$ cat src/rtl/qa_wdog_pkg.sv
package qa_wdog_pkg;

    // Width of the saturating fail counter.
    localparam int unsigned QA_FAIL_W = 3;
    localparam logic [QA_FAIL_W-1:0] QA_FAIL_MAX = {QA_FAIL_W{1'b1}};

    // Number of answers that closes a cycle, minus one (counter value at the last answer).
    localparam logic [1:0] QA_LAST_IDX = 2'd3;
    // Answers needed in window one for a clean sequence.
    localparam logic [2:0] QA_W1_NEED = 3'd3;

    typedef enum logic {
        PH_W1 = 1'b0,
        PH_W2 = 1'b1
    } qa_phase_e;

    typedef struct packed {
        logic early;
        logic wrong;
        logic seq;
        logic tmo;
    } qa_flags_t;

    typedef struct packed {
        logic      done;
        logic      pass;
        qa_flags_t evt;
    } qa_verdict_t;

    // One step of the fail counter: down on a pass, up on a fail, clamped at both ends.
    function automatic logic [QA_FAIL_W-1:0] fail_step(
        input logic [QA_FAIL_W-1:0] cur,
        input logic                 pass
    );
        logic [QA_FAIL_W-1:0] nxt;
        if (pass) begin
            nxt = (cur == '0) ? cur : cur - 1'b1;
        end else begin
            nxt = (cur == QA_FAIL_MAX) ? cur : cur + 1'b1;
        end
        return nxt;
    endfunction

endpackage

$ cat src/rtl/qa_win_timer.sv
module qa_win_timer
    import qa_wdog_pkg::*;
#(
    parameter int unsigned TW = 8
) (
    input  logic          clk,
    input  logic          rst,
    input  logic          restart,
    input  logic [TW-1:0] win1_len,
    input  logic [TW-1:0] win2_len,
    output qa_phase_e     phase,
    output logic          w1_last,
    output logic          w2_last
);

    localparam logic [TW-1:0] ONE = TW'(1);

    logic [TW-1:0] tick;
    logic [TW-1:0] eff1;
    logic [TW-1:0] eff2;

    // A zero length behaves as a single tick.
    always_comb begin
        eff1 = (win1_len == '0) ? ONE : win1_len;
        eff2 = (win2_len == '0) ? ONE : win2_len;
    end

    always_comb begin
        w1_last = (phase == PH_W1) && (tick == eff1 - ONE);
        w2_last = (phase == PH_W2) && (tick == eff2 - ONE);
    end

    always_ff @(posedge clk) begin
        if (rst) begin
            phase <= PH_W1;
            tick  <= '0;
        end else if (restart) begin
            phase <= PH_W1;
            tick  <= '0;
        end else if (w1_last) begin
            phase <= PH_W2;
            tick  <= '0;
        end else begin
            tick  <= tick + ONE;
        end
    end

endmodule

$ cat src/rtl/qa_ans_tally.sv
module qa_ans_tally
    import qa_wdog_pkg::*;
(
    input  logic        clk,
    input  logic        rst,
    input  logic        ans_vld,
    input  logic        ans_ok,
    input  qa_phase_e   phase,
    input  logic        w1_last,
    input  logic        w2_last,
    output qa_verdict_t verdict
);

    logic [1:0] cnt;
    logic       wrong_acc;
    logic       seq_acc;

    logic       in_w1;
    logic       bad_now;
    logic       fourth;
    logic       short_w1;
    logic       tmo_now;
    logic [2:0] cnt_incl;

    always_comb begin
        in_w1    = (phase == PH_W1);
        bad_now  = ans_vld && !ans_ok;
        fourth   = ans_vld && (cnt == QA_LAST_IDX);
        cnt_incl = {1'b0, cnt} + {2'b00, ans_vld};
        // An answer on the closing tick of window one still counts for it.
        short_w1 = w1_last && (cnt_incl < QA_W1_NEED);
        tmo_now  = w2_last && !fourth;
    end

    always_comb begin
        verdict.evt.early = fourth && in_w1;
        verdict.evt.wrong = wrong_acc || bad_now;
        verdict.evt.seq   = seq_acc || short_w1;
        verdict.evt.tmo   = tmo_now;
        verdict.done      = fourth || tmo_now;
        verdict.pass      = fourth && !in_w1 && !verdict.evt.wrong && !verdict.evt.seq;
    end

    always_ff @(posedge clk) begin
        if (rst || verdict.done) begin
            cnt       <= '0;
            wrong_acc <= 1'b0;
            seq_acc   <= 1'b0;
        end else begin
            cnt       <= cnt_incl[1:0];
            wrong_acc <= wrong_acc || bad_now;
            seq_acc   <= seq_acc || short_w1;
        end
    end

endmodule

$ cat src/rtl/qa_status_keep.sv
module qa_status_keep
    import qa_wdog_pkg::*;
(
    input  logic                 clk,
    input  logic                 rst,
    input  qa_verdict_t          verdict,
    input  logic                 clr_req,
    input  logic [QA_FAIL_W-1:0] fail_thr,
    output qa_flags_t            flags,
    output logic [QA_FAIL_W-1:0] fail_cnt,
    output logic                 fail_out,
    output logic                 new_q,
    output logic                 cyc_start
);

    localparam int unsigned NFLAG = $bits(qa_flags_t);

    logic [NFLAG-1:0] flag_q;
    logic [NFLAG-1:0] evt_v;

    assign evt_v = verdict.evt;

    // Each flag: a clear drops it, a closing cycle's event sets it, set wins.
    for (genvar g = 0; g < NFLAG; g++) begin : g_flag
        always_ff @(posedge clk) begin
            if (rst) begin
                flag_q[g] <= 1'b0;
            end else begin
                flag_q[g] <= (flag_q[g] && !clr_req) || (verdict.done && evt_v[g]);
            end
        end
    end

    assign flags = flag_q;

    always_ff @(posedge clk) begin
        if (rst) begin
            fail_cnt  <= '0;
            new_q     <= 1'b0;
            cyc_start <= 1'b1;
        end else begin
            if (verdict.done) begin
                fail_cnt <= fail_step(fail_cnt, verdict.pass);
            end
            new_q     <= verdict.done && verdict.pass;
            cyc_start <= verdict.done;
        end
    end

    assign fail_out = (fail_cnt > fail_thr);

endmodule

$ cat src/rtl/qa_wdog_judge.sv
module qa_wdog_judge
    import qa_wdog_pkg::*;
#(
    parameter int unsigned TW = 8
) (
    input  logic                 clk,
    input  logic                 rst,
    input  logic                 ans_vld,
    input  logic                 ans_ok,
    input  logic [TW-1:0]        win1_len,
    input  logic [TW-1:0]        win2_len,
    input  logic                 clr_req,
    input  logic [QA_FAIL_W-1:0] fail_thr,
    output logic                 flag_early,
    output logic                 flag_wrong,
    output logic                 flag_seq,
    output logic                 flag_tmo,
    output logic [QA_FAIL_W-1:0] fail_cnt,
    output logic                 fail_out,
    output logic                 new_q,
    output logic                 cyc_start
);

    qa_phase_e   phase;
    logic        w1_last;
    logic        w2_last;
    qa_verdict_t verdict;
    qa_flags_t   flags;

    qa_win_timer #(.TW(TW)) timer_i (
        .clk      (clk),
        .rst      (rst),
        .restart  (verdict.done),
        .win1_len (win1_len),
        .win2_len (win2_len),
        .phase    (phase),
        .w1_last  (w1_last),
        .w2_last  (w2_last)
    );

    qa_ans_tally tally_i (
        .clk     (clk),
        .rst     (rst),
        .ans_vld (ans_vld),
        .ans_ok  (ans_ok),
        .phase   (phase),
        .w1_last (w1_last),
        .w2_last (w2_last),
        .verdict (verdict)
    );

    qa_status_keep keep_i (
        .clk       (clk),
        .rst       (rst),
        .verdict   (verdict),
        .clr_req   (clr_req),
        .fail_thr  (fail_thr),
        .flags     (flags),
        .fail_cnt  (fail_cnt),
        .fail_out  (fail_out),
        .new_q     (new_q),
        .cyc_start (cyc_start)
    );

    assign flag_early = flags.early;
    assign flag_wrong = flags.wrong;
    assign flag_seq   = flags.seq;
    assign flag_tmo   = flags.tmo;

endmodule

$ cat config.mk
export PLATFORM = sky130hd
export DESIGN_NAME = qa_wdog_judge
export DESIGN_NICKNAME = d
export VERILOG_FILES = /design/src/rtl/qa_wdog_pkg.sv /design/src/rtl/qa_win_timer.sv /design/src/rtl/qa_ans_tally.sv /design/src/rtl/qa_status_keep.sv /design/src/rtl/qa_wdog_judge.sv
export SDC_FILE = /design/constraint.sdc
export NUM_CORES = 1
export LEC_CHECK = 0
export BUFFER_PORTS_ARGS = -buffer_cell sky130_fd_sc_hd__buf_4
export CELL_PAD_IN_SITES_DETAIL_PLACEMENT = 1
export CELL_PAD_IN_SITES_GLOBAL_PLACEMENT = 1
export CORE_ASPECT_RATIO = 1.4
export CORE_MARGIN = 3
export CORE_UTILIZATION = 36
export CTS_CLUSTER_DIAMETER = 100
export DETAILED_ROUTE_END_ITERATION = 8
export PLACE_DENSITY_LB_ADDON = 0.1
export SYNTH_ARGS = -nofsm -noshare
export SYNTH_HDL_FRONTEND = slang
export SYNTH_SLANG_ARGS = --single-unit
$ cat constraint.sdc
create_clock -name clk -period 2.3 [get_ports clk]
set_input_delay 0.46 -clock clk [delete_from_list [all_inputs] [get_ports clk]]
set_output_delay 0.46 -clock clk [all_outputs]
set_load 0.05 [all_outputs]
## After elaboration in Yosys (flattened, before gate mapping)

Cells that the tools add are included.

- Add/subtract/negate cells: 6
- Magnitude comparators: 2
- Equal/unequal tests: 6
- Multiplexer cells: 5
- Bitwise logic cells: 1
- Reductions and logical operators: 38

Operators with widths:

| kind | number |
|---|---|
| $logic_and A1 B1 Y1 | 19 |
| $eq A8 B8 Y1 | 2 |
| $logic_not A8 Y1 | 2 |
| $mux W8 | 2 |
| $sub A8 B1 Y8 const B | 2 |
| $mux W3 | 3 |
| $add A8 B1 Y8 const B | 1 |
| $logic_or A1 B1 Y1 | 8 |
| $logic_not A1 Y1 | 5 |
| $add A2 B1 Y3 | 1 |
| $add A3 B1 Y3 const B | 1 |
| $eq A3 B3 Y1 const B | 1 |
| $gt A3 B3 Y1 | 1 |
| $logic_not A3 Y1 | 1 |
| $lt A3 B2 Y1 const B | 1 |
| $reduce_and A3 Y1 | 1 |
| $reduce_or A3 Y1 | 1 |
| $sub A3 B1 Y3 const B | 1 |
| $eq A2 B2 Y1 const B | 1 |
| $ne A2 B1 Y1 const B | 1 |
| $ne A2 B2 Y1 const B | 1 |
| $reduce_or A2 Y1 | 1 |
| $not A1 Y1 | 1 |

- Flip-flop bits (word level): 22
- Input port bits: 24
- Output and inout port bits: 10

## Depth between registers and ports, before layout

- Word-level depth: 11
- Mapped depth: 11

## By module

A second synthesis with hierarchy kept.

- Cells, all modules: 200
- Area, all modules: 1691.6 um^2

By module, submodules not included:

| module | times used | cells an instance | area each (um^2) | seq. area each (um^2) |
|---|---|---|---|---|
| qa_win_timer | 1 | 120 | 977.2 | 180.2 |
| qa_status_keep | 1 | 54 | 489.2 | 180.2 |
| qa_ans_tally | 1 | 26 | 225.2 | 80.1 |

## Least setup slack after synthesis

Ideal clock, no wire load.

- Kind: reg2out
- From: reg keep_i.fail_cnt[0]
- To: out fail_out
- Arrival time: 2.106 ns
- Required time: 1.840 ns
- Slack: -0.266 ns
- Stages on the path, launching flop included: 7
- Cells stage by stage: dfxtp_1 > inv_1 > ha_1 > inv_1 > a21o_1 > a21oi_1 > a31oi_1

- Word-level cells in the longest chain between the ends: 1

Ends and longest elaborated chain:

| element | RTL line | text |
|---|---|---|
| start, declared | qa_status_keep.sv:10 | `output logic [QA_FAIL_W-1:0] fail_cnt,` |
| start signal, assigned | qa_status_keep.sv:43 | `fail_cnt <= fail_step(fail_cnt, verdict.pass);` |
| $gt A3 B3 Y1 | qa_status_keep.sv:50 | `assign fail_out = (fail_cnt > fail_thr);` |
| end, declared | qa_wdog_judge.sv:19 | `output logic fail_out,` |

Every way passes these cells.

## Worst setup path in the final report

- From: in win2_len[3]
- To: reg keep_i.flag_q[2] (netlist: keep_i.flags[2])

- Word-level cells in the longest chain between the ends: 9

Ends and longest elaborated chain:

| element | RTL line | text |
|---|---|---|
| start, declared | qa_wdog_judge.sv:11 | `input logic [TW-1:0] win2_len,` |
| $logic_not A8 Y1 | qa_win_timer.sv:25 | `eff2 = (win2_len == '0) ? ONE : win2_len;` |
| $mux W8 (*) | qa_win_timer.sv:25 |  |
| $sub A8 B1 Y8 (*) | qa_win_timer.sv:30 | `w2_last = (phase == PH_W2) && (tick == eff2 - ONE);` |
| $eq A8 B8 Y1 (*) | qa_win_timer.sv:30 |  |
| $logic_and A1 B1 Y1 (*) | qa_win_timer.sv:30 |  |
| $logic_and A1 B1 Y1 (*) | qa_ans_tally.sv:32 | `tmo_now = w2_last && !fourth;` |
| $logic_or A1 B1 Y1 (*) | qa_ans_tally.sv:40 | `verdict.done = fourth \|\| tmo_now;` |
| $logic_and A1 B1 Y1 (*) | qa_status_keep.sv:29 | `flag_q[g] <= (flag_q[g] && !clr_req) \|\| (verdict.done && evt_v[g]);` |
| $logic_or A1 B1 Y1 (*) | qa_status_keep.sv:29 |  |
| end signal, assigned by index | qa_status_keep.sv:29 |  |
| end, declared | qa_status_keep.sv:18 | `logic [NFLAG-1:0] flag_q;` |

Mark *: on every way between the ends. The rest lies on a longest branch, timed or not.
A chain may end at the register's enable or synchronous reset.

==> results.ini <==
[worst_setup_path]
path_class=in -> reg
arrival_ps=2460
cp.required_ps=2480
crit_top_cell=buf_6
path_buf_inv=2
worstSetupStartpointType=primary input
crit_slowest_cell=nor4_4
critPathTopFamily=simple AND/OR/NAND/NOR gates
crit_path_end_kind=register
worstPathCellList=buf_6, nor4_4, a21oi_2, ha_1, xor2_1, nand3_1, a221oi_2, and4bb_4, buf_6, a21oi_4, o31ai_1
slowest_delay_ps=300
crit_fanout=4

[timing]
fmax_mhz=439
worst_pin_slew_ps=380
setup_viol_count_final=0
slew_viol_final=0
maxSlewHeadroom_pct=74.5
hold_viol=0
fin_skew_ps=6.28
post-route-period-util_pct=98.9
finalCriticalPeriod_ps=2280
hold_ws_ps=463
rsz0062_at_grt=true

[cts]
clk_latency_ps=260
path_clk_slew_ps=80
cts_buffer_depth=2
numCtsBuffers=3
root_buffer=clkbuf_8
cts_tree=done
cts.sinks=22
cts-htree-levels=1

[grt]
global_route.usage.total_pct=19.8
grt_max_degree=14
grt_antenna_before_repair=0
gr-total-overflow=0
grt_pass1_wl_um=8920
first_global_vias=1935

[routing]
ant_nets=0
vias=1777
viasPerCell=5.26
post-route-drc-count=0
dr.pass1.iters=4
drt-initial-drc-count=36
drt_wl_total_um=5470
wl_per_cell_um=16.2

[pwr]
power.density_nw_per_um2=434
p_leak_nw=1.12
irDropWorstVdd_mv=0.327

[worst_hold_path]
hp-class=in -> reg

[finish]
utilization_pct=57.6
n_antenna_cell=0
nNetsFinal=312
drive_above_1_share_pct=39.6
syn2layout_area_growth_pct=48.5

[die]
start_util_pct=38.8
chipHeight_um=87.3
io_pins=34
fp-row-count=28
fp.dieW_um=64.0
die_area_um2=5590
core_um2=4380

[synthesis]
synth_ff_type=dfxtp_1
ys_types=55
syn_area_per_cell_um2=8.20
synth-seq-cells=22
syn_area_um2=1700
synth_warnings=0
syn_nets=240
synth-seq-area-share_pct=25.9
ys_async_sr_fraction_pct=0
synth_cells=207
synth_edf_count=0

[status]
status=finished clean

[placed_design]
routabilityCongestion=0.756
portBuffers=33
hpwl_um=4030

[flow_run]
maxCapViolCount=0

-- metrics by stage --
stage	cell area (um^2)	setup WS (ps)	TNS, ps	power (mW)	std cells
floorplan	1740	-97.6	-930	0.575	207
global placement	2270	-331	-5140	0.704	327
detailed placement	2270	-392	-6440	0.710	327
CTS	2370	-5.75	-5.75	1.07	333
global route	2520	-75.9	-793	1.15	338
finish	2520	24.5	0	1.09	338
-- what timing repair did --
item                                    CTS  global route
cloned                                    0             1
endpoints found under the setup margin   15            19
pin swaps                                 6             6
gates resized for setup                   1            25
hold buffers                              0             0
buffers inserted                          2             4
-- cells by family after synthesis --
group                      Yosys count  share of synthesized area, %
xor gates and xnor gates            18                          9.29
muxes                                1                         0.590
AOI/OAI and AO/OA                   52                          23.3
DFF                                 22                          25.9
adders and majority gates            9                          7.07
buffers and inverters               21                          5.16
and+or+nand+nor                     84                          28.7
-- Yosys cell counts, types with 4 or more instances --
cell | number | share of area (%)
a21o_1 | 4 | 1.8
a21oi_1 | 10 | 2.9
and3_1 | 11 | 4.1
dfxtp_1 | 22 | 26
ha_1 | 8 | 5.9
inv_1 | 15 | 3.3
nand2_1 | 7 | 1.5
nand2b_1 | 6 | 2.2
nand3_1 | 13 | 3.8
nor2_1 | 18 | 4.0
nor2b_1 | 4 | 1.5
nor3_1 | 7 | 2.1
o21ai_0 | 6 | 1.8
xnor2_1 | 7 | 3.6
xor2_1 | 11 | 5.7
-- registers in the layout (all words and copies together) (netlist names) --
register           cells
tally_i.seq_acc        1
tally_i.wrong_acc      1
keep_i.flags           4
keep_i.fail_cnt        3
timer_i.tick           8
keep_i.cyc_start       1
tally_i.cnt            2
timer_i.phase          1
keep_i.new_q           1
-- cell usage in the layout (no fill, tap or decap), types with 2 or more instances in the layout --
cell and count:
a21oi_2 2, buf_4 65, inv_1 15, clkbuf_8 3
a21boi_0 2, or2_2 2, nor2b_1 2, buf_6 6
nand3_1 12, a211oi_1 2, and3_4 5, and3_1 6
nor4_4 3, nor2_1 17, nand4b_1 2, o211ai_1 3
nor3_1 6, o21ai_0 6, nand4_1 2, and2_4 2
a211o_1 2, a21o_1 4, nand2_1 7, xor2_1 11
a21oi_1 7, a31oi_1 2, nand2b_1 6, o31ai_1 2
xnor2_1 7, nand3b_1 2, dfxtp_1 22, ha_1 7
-- power breakdown --
part | total, mW | internal, mW | switching, mW
clock | 0.359 | 0.232 | 0.127
combinational | 0.315 | 0.151 | 0.164
sequential | 0.419 | 0.396 | 0.0231
total | 1.09 | 0.779 | 0.314
-- final timing paths --
kind,startpoint,endpoint,slack (ps),depth (start not counted)
worst max-delay path,win2_len[3],keep_i.flags[2]$_SDFF_PP0_,20,11
worst min-delay path,rst,keep_i.fail_cnt[0]$_SDFFE_PP0P_,460,2
worst max register to register,tally_i.cnt[1]$_SDFF_PP0_,keep_i.fail_cnt[2]$_SDFFE_PP0P_,170,10
worst min register to register,keep_i.flags[0]$_SDFF_PP0_,keep_i.flags[0]$_SDFF_PP0_,500,2
-- per-layer routing --
metal,GRT usage (%),vias up,routed length (um)
li1,-,903,-
met2,36.9,28,2990
met5,0,-,0
met1,23.2,842,2290
met4,7.07,0,61
met3,1.81,4,130
-- final cells by class --
type / count / area, um^2
Fill cell: 528 / 1860
Multi-Input combinational cell: 164 / 1300
Timing Repair Buffer: 72 / 576
Sequential cell: 22 / 440
Tap cell: 60 / 75.1
Inverter: 16 / 60.1
Clock buffer: 3 / 41.3
Clock inverter: 1 / 30.0
Power figures use the tool's default switching activity.
